[config.mk]
export PLATFORM = sky130hd
export DESIGN_NAME = dctFwd8
export DESIGN_NICKNAME = d
export VERILOG_FILES = /design/src/rtl/dctPkg.sv /design/src/rtl/dctRotator.sv /design/src/rtl/dctCtrl.sv /design/src/rtl/dctDatapath.sv /design/src/rtl/dctFwd8.sv
export SDC_FILE = /design/constraint.sdc
export NUM_CORES = 2
export LEC_CHECK = 0
export BUFFER_PORTS_ARGS = -buffer_cell sky130_fd_sc_hd__buf_2
export CAP_MARGIN = 30
export CORE_MARGIN = 5
export CORE_UTILIZATION = 50
export DETAILED_ROUTE_END_ITERATION = 6
export PLACE_DENSITY = 0.69
export SKIP_LAST_GASP = 1
export SYNTH_ARGS = -nofsm -noshare
export SYNTH_HDL_FRONTEND = slang
export SYNTH_SLANG_ARGS = --single-unit
[constraint.sdc]
create_clock -name clk -period 9.7 [get_ports clk]
set_input_delay 1.94 -clock clk [delete_from_list [all_inputs] [get_ports clk]]
set_output_delay 1.94 -clock clk [all_outputs]
set_load 0.03 [all_outputs]
[src/rtl/dctPkg.sv]
package dctPkg;
  localparam int NPT    = 8;   // points per transform
  localparam int LEVELS = 4;   // register levels in the flow graph
  localparam int FRAC   = 12;  // fractional bits of the constants
  localparam int CW     = 14;  // constant width, signed

  // rotation constants, value * 2^FRAC rounded
  localparam logic signed [CW-1:0] K_COS3   = 14'sd3406;  // cos(3pi/16)
  localparam logic signed [CW-1:0] K_SIN3   = 14'sd2276;  // sin(3pi/16)
  localparam logic signed [CW-1:0] K_COS1   = 14'sd4017;  // cos(pi/16)
  localparam logic signed [CW-1:0] K_SIN1   = 14'sd799;   // sin(pi/16)
  localparam logic signed [CW-1:0] K_R2COS6 = 14'sd2217;  // sqrt2*cos(6pi/16)
  localparam logic signed [CW-1:0] K_R2SIN6 = 14'sd5352;  // sqrt2*sin(6pi/16)
  localparam logic signed [CW-1:0] K_RHALF  = 14'sd2896;  // sqrt(1/2)
  localparam logic signed [CW-1:0] K_ZERO   = 14'sd0;

  typedef struct packed {
    logic [LEVELS-1:0] load;  // load enable per level, level 0 first
  } dctStrobes_t;
endpackage

[src/rtl/dctRotator.sv]
// Plane rotation: four products, two sums, one rounding per output.
module dctRotator #(
  parameter int IW   = 13,
  parameter int CW   = 14,
  parameter int FRAC = 12,
  parameter logic signed [CW-1:0] COS_K = '0,
  parameter logic signed [CW-1:0] SIN_K = '0
) (
  input  logic signed [IW-1:0] i0,
  input  logic signed [IW-1:0] i1,
  output logic signed [IW-1:0] o0,
  output logic signed [IW-1:0] o1
);
  localparam int PW = IW + CW + 1;
  localparam logic signed [PW-1:0] HALF = {{(PW-FRAC){1'b0}}, 1'b1, {(FRAC-1){1'b0}}};

  logic signed [PW-1:0] acc0, acc1;

  always_comb begin
    acc0 = PW'(COS_K) * PW'(i0) + PW'(SIN_K) * PW'(i1) + HALF;
    acc1 = PW'(COS_K) * PW'(i1) - PW'(SIN_K) * PW'(i0) + HALF;
    o0   = acc0[FRAC +: IW];
    o1   = acc1[FRAC +: IW];
  end
endmodule

[src/rtl/dctCtrl.sv]
module dctCtrl (
  input  logic                clk,
  input  logic                rstN,
  input  logic                inValid,
  output dctPkg::dctStrobes_t stb,
  output logic                outValid
);
  import dctPkg::*;

  logic [LEVELS-1:0] validPipe;

  always_ff @(posedge clk or negedge rstN) begin
    if (!rstN) validPipe <= '0;
    else       validPipe <= {validPipe[LEVELS-2:0], inValid};
  end

  assign stb.load = {validPipe[LEVELS-2:0], inValid};
  assign outValid = validPipe[LEVELS-1];
endmodule

[src/rtl/dctDatapath.sv]
module dctDatapath #(
  parameter int IN_W  = 8,
  parameter int OUT_W = 10
) (
  input  logic                      clk,
  input  logic                      rstN,
  input  dctPkg::dctStrobes_t       stb,
  input  logic [dctPkg::NPT*IN_W-1:0]  samples,
  output logic [dctPkg::NPT*OUT_W-1:0] coefs
);
  import dctPkg::*;

  localparam int IW = IN_W + 5;
  localparam logic signed [IW-1:0] MAXV = IW'((1 << (OUT_W-1)) - 1);
  localparam logic signed [IW-1:0] MINV = IW'(-(1 << (OUT_W-1)));
  localparam logic signed [IW-1:0] ONE  = signed'(IW'(1));

  logic signed [IN_W-1:0]  x  [NPT];
  logic signed [IW-1:0]    s1 [NPT];
  logic signed [IW-1:0]    s2 [NPT];
  logic signed [IW-1:0]    s3 [NPT];
  logic signed [OUT_W-1:0] q  [NPT];
  logic signed [IW-1:0]    n1 [NPT];
  logic signed [IW-1:0]    n2 [NPT];
  logic signed [IW-1:0]    n3 [NPT];
  logic signed [IW-1:0]    pre[NPT];
  logic signed [OUT_W-1:0] nq [NPT];

  logic signed [IW-1:0] rot3a, rot3b, rot1a, rot1b, rot6a, rot6b, sclA, sclB;

  function automatic logic signed [IW-1:0] halve(input logic signed [IW-1:0] v);
    return (v + ONE) >>> 1;
  endfunction

  for (genvar n = 0; n < NPT; n++) begin : g_io
    assign x[n] = samples[n*IN_W +: IN_W];
    assign coefs[n*OUT_W +: OUT_W] = q[n];
    assign nq[n] = (pre[n] > MAXV) ? MAXV[OUT_W-1:0] :
                   (pre[n] < MINV) ? MINV[OUT_W-1:0] : pre[n][OUT_W-1:0];
  end

  // level 1: outer butterflies
  always_comb begin
    for (int i = 0; i < NPT/2; i++) begin
      n1[i]         = IW'(x[i]) + IW'(x[NPT-1-i]);
      n1[NPT-1-i]   = IW'(x[i]) - IW'(x[NPT-1-i]);
    end
  end

  dctRotator #(.IW(IW), .CW(CW), .FRAC(FRAC), .COS_K(K_COS3), .SIN_K(K_SIN3))
    u_rot3 (.i0(s1[4]), .i1(s1[7]), .o0(rot3a), .o1(rot3b));
  dctRotator #(.IW(IW), .CW(CW), .FRAC(FRAC), .COS_K(K_COS1), .SIN_K(K_SIN1))
    u_rot1 (.i0(s1[5]), .i1(s1[6]), .o0(rot1a), .o1(rot1b));

  // level 2: even butterflies, odd rotations
  always_comb begin
    n2[0] = s1[0] + s1[3];
    n2[1] = s1[1] + s1[2];
    n2[2] = s1[1] - s1[2];
    n2[3] = s1[0] - s1[3];
    n2[4] = rot3a;
    n2[7] = rot3b;
    n2[5] = rot1a;
    n2[6] = rot1b;
  end

  dctRotator #(.IW(IW), .CW(CW), .FRAC(FRAC), .COS_K(K_R2COS6), .SIN_K(K_R2SIN6))
    u_rot6 (.i0(s2[2]), .i1(s2[3]), .o0(rot6a), .o1(rot6b));

  // level 3: even outputs, odd butterflies
  always_comb begin
    n3[0] = s2[0] + s2[1];
    n3[4] = s2[0] - s2[1];
    n3[2] = rot6a;
    n3[6] = rot6b;
    n3[1] = s2[4] + s2[6];
    n3[3] = s2[4] - s2[6];
    n3[7] = s2[7] + s2[5];
    n3[5] = s2[7] - s2[5];
  end

  // sqrt(1/2) scaling on the two middle odd terms
  dctRotator #(.IW(IW), .CW(CW), .FRAC(FRAC), .COS_K(K_RHALF), .SIN_K(K_ZERO))
    u_scale (.i0(s3[5]), .i1(s3[3]), .o0(sclA), .o1(sclB));

  // level 4: halving, scaling, clamp
  always_comb begin
    pre[0] = halve(s3[0]);
    pre[4] = halve(s3[4]);
    pre[2] = halve(s3[2]);
    pre[6] = halve(s3[6]);
    pre[1] = halve(s3[7] + s3[1]);
    pre[7] = halve(s3[7] - s3[1]);
    pre[3] = sclA;
    pre[5] = sclB;
  end

  always_ff @(posedge clk or negedge rstN) begin
    if (!rstN) begin
      for (int i = 0; i < NPT; i++) begin
        s1[i] <= '0;
        s2[i] <= '0;
        s3[i] <= '0;
        q[i]  <= '0;
      end
    end else begin
      for (int i = 0; i < NPT; i++) begin
        if (stb.load[0]) s1[i] <= n1[i];
        if (stb.load[1]) s2[i] <= n2[i];
        if (stb.load[2]) s3[i] <= n3[i];
        if (stb.load[3]) q[i]  <= nq[i];
      end
    end
  end
endmodule

[src/rtl/dctFwd8.sv]
module dctFwd8 #(
  parameter int IN_W  = 8,
  parameter int OUT_W = 10
) (
  input  logic                clk,
  input  logic                rstN,
  input  logic                inValid,
  input  logic [8*IN_W-1:0]   inSamples,
  output logic                outValid,
  output logic [8*OUT_W-1:0]  outCoefs
);
  dctPkg::dctStrobes_t stb;

  dctCtrl u_ctrl (
    .clk(clk), .rstN(rstN), .inValid(inValid), .stb(stb), .outValid(outValid)
  );

  dctDatapath #(.IN_W(IN_W), .OUT_W(OUT_W)) u_dp (
    .clk(clk), .rstN(rstN), .stb(stb), .samples(inSamples), .coefs(outCoefs)
  );
endmodule

==> impl_metrics.py <==
metrics = {
    "clock_network": {
        "htreeDepth": 2,
        "postCtsSetupBuffers": 0,
        "clockBufferDepth": 3,
        "holdBufCountCts": 0,
        "root_buffer": "clkbuf_16",
        "clk_latency_ps": 620,
        "cts_sinks": 355,
        "numCtsBuffers": 46,
        "cts_resized": 0,
        "cts_tree": "built",
        "clkTransAtPathRegs_ps": 60,
    },
    "synth": {
        "syn_inst": 5594,
        "avgSynthCellArea_um2": 9.49,
        "yosysSeqAreaShare_pct": 16.7,
        "yosysTopAreaCell": "ha_1",
        "yosys.area.top_type_share_pct": 27.2,
        "synth_edf_count": 0,
        "yosys_warnings": 0,
        "yosysMostFrequentCell": "ha_1",
        "synth_ff_type": "dfrtp_1",
        "synth_seq_cells": 355,
        "yosys-top-cells-area": "ha_1, fa_1, dfrtp_1",
        "synth_area_mm2": 0.0531,
        "ys_top_cells_by_count": "ha_1, inv_1, fa_1, nor2_1, dfrtp_1",
        "synth_cell_types": 90,
        "synthesis.nets": 7326,
        "ys_async_sr_fraction_pct": 100,
    },
    "floorplan": {
        "top_level_ports": 148,
        "die_x_um": 336,
        "core_region_area_mm2": 0.105,
        "die_h_um": 336,
        "rows": 119,
        "start_util_pct": 50.4,
        "dieArea_mm2": 0.113,
    },
    "timing": {
        "relSlewSlack_pct": 34.7,
        "tns_ps": 0,
        "tightest_slew_ps": 979,
        "hold_viol_final": 0,
        "slew_violations": 0,
        "fin_crit_sh_pct": 94.4,
        "setup_viol": 0,
        "fin_skew_ps": 24.6,
        "rsz0062_at_grt": "false",
        "hold_slack_ps": 471,
        "fmaxAchievable_mhz": 109,
        "fin_crit_ps": 9160,
    },
    "global_route": {
        "grt_pass1_vias": 38500,
        "grt_usage_pct": 21.8,
        "grt.overflow.total": 0,
        "antenna_found_initial": 3,
        "grt_max_degree": 167,
        "grt_pass1_wl_mm": 200,
    },
    "layout": {
        "fin_area_mm2": 0.0571,
        "syn2layout_area_growth_pct": 7.57,
        "layout-drive-gt1-share_pct": 6.37,
        "fin_cells": 7137,
        "nets": 7440,
    },
    "worst_setup_path": {
        "path_common_cell": "fa_1",
        "worstPathMaxFanout": 12,
        "cp.required_ps": 10210,
        "worst-setup-path-type": "reg -> reg",
        "start_kind": "flop",
        "cp.arrival_ps": 9670,
        "crit_path_top_delay_cell": "dfrtp_1",
        "end_kind": "flop",
        "max_stage_delay_ps": 740,
    },
    "placement": {
        "portBuffers": 147,
        "place_inst": 7051,
        "place_area_mm2": 0.0553,
        "gp_congestion": 0.908,
        "dp_hpwl_mm": 101,
    },
    "drt": {
        "drc_errors": 0,
        "first_iter_violations": 2053,
        "drt.antenna.violating_nets": 0,
        "wl_per_cell_um": 16.8,
        "wl_mm": 120,
        "drt_pass1_iterations": 5,
        "vias": 37500,
        "avgViaCountPerCell": 5.26,
    },
    "run": {
        "maxCapViolCount": 0,
    },
    "run_status": {
        "status": "complete, no violations",
    },
    "min_path": {
        "hold_path.class": "reg -> reg",
    },
}
final cells by class:
type	count	area (um2)
inverters	1063	3990
fillers	9486	48300
flip-flops and latches	355	8890
diodes	2	5.00
repair buffers	168	918
clock buffers	58	1300
clock inverters	26	458
well taps	1391	1740
multi-input cells	4074	39800
stage by stage:
| stage | worst slack, ps | utilization [%] |
|---|---|---|
| floorplan | 1160 | - |
| global placement | 638 | 52.5 |
| detailed placement | 538 | 52.5 |
| CTS | 499 | 54.2 |
| global route | 30.3 | 54.2 |
| finish | 539 | 54.2 |
final timing paths:
| kind | slack, ps | endpoint | startpoint | cells after the start |
|---|---|---|---|---|
| min | 470 | u_dp.coefs[5]$_DFFE_PN0P_ | u_dp.coefs[5]$_DFFE_PN0P_ | 1 |
| min in group asynchronous | 1310 | u_dp.coefs[69]$_DFFE_PN0P_ | rstN | 1 |
| min reg2reg | 470 | u_dp.coefs[5]$_DFFE_PN0P_ | u_dp.coefs[5]$_DFFE_PN0P_ | 1 |
| max in group asynchronous | 6940 | u_ctrl.validPipe[1]$_DFF_PN0_ | rstN | 2 |
| max reg2reg | 540 | u_dp.s3[25]$_DFFE_PN0P_ | u_dp.s2[73]$_DFFE_PN0P_ | 31 |
| max | 540 | u_dp.s3[25]$_DFFE_PN0P_ | u_dp.s2[73]$_DFFE_PN0P_ | 31 |
layer usage:
metal / vias up / global-route usage (%) / part of all wire [%] / wire length, um
met3: 140 / 4.96 / 6.6 / 7950
met4: 2 / 4.93 / 2.3 / 2710
met2: 642 / 34.3 / 44 / 52300
li1: 18700 / - / - / -
met1: 18000 / 31.0 / 48 / 57100
met5: - / 0 / 0.0058 / 7
worst max-delay path: cells and delay by family, from the launching register on:
family / cells / cell delay (ps)
flip-flops: 1 / 740
adder cells (fa/ha/maj): 13 / 5720
AND/OR/NAND/NOR: 3 / 400
AO/OA/AOI/OAI: 5 / 1180
multiplexers: 1 / 270
XOR/XNOR: 3 / 420
buffers and inverters: 6 / 310
logic make-up after synthesis:
| kind of cell | count (synthesis) | share of synthesized area (%) |
|---|---|---|
| fa+ha+maj | 1667 | 46.5 |
| buf+inv | 1165 | 8.29 |
| simple gates | 943 | 8.22 |
| compound gates | 942 | 11.2 |
| xor+xnor | 432 | 7.16 |
| flops | 355 | 16.7 |
| mux | 90 | 1.85 |
flip-flops by register name, summed over array words and instances (netlist names):
name,flops
u_ctrl.validPipe,4
u_dp.coefs,80
u_dp.s1,68
u_dp.s2,102
u_dp.s3,101
placed cells by master, fill, tap and decap left out, types with 46 or more instances in the layout:
cell	count
nor2b_1	46
buf_2	145
inv_1	1062
xnor2_1	295
nand2b_1	46
a21o_1	76
ha_1	1155
o21a_1	58
o21bai_1	56
nor3_1	76
fa_1	510
a21oi_1	316
nand2_1	175
xor2_1	135
clkbuf_16	46
mux2_2	65
nor2_1	397
dfrtp_1	352
nand3_1	66
o21ai_0	196
Power is left out: the tool's default activity adds up to more than one toggle a clock period on the data nets, which glitch-free logic cannot reach.
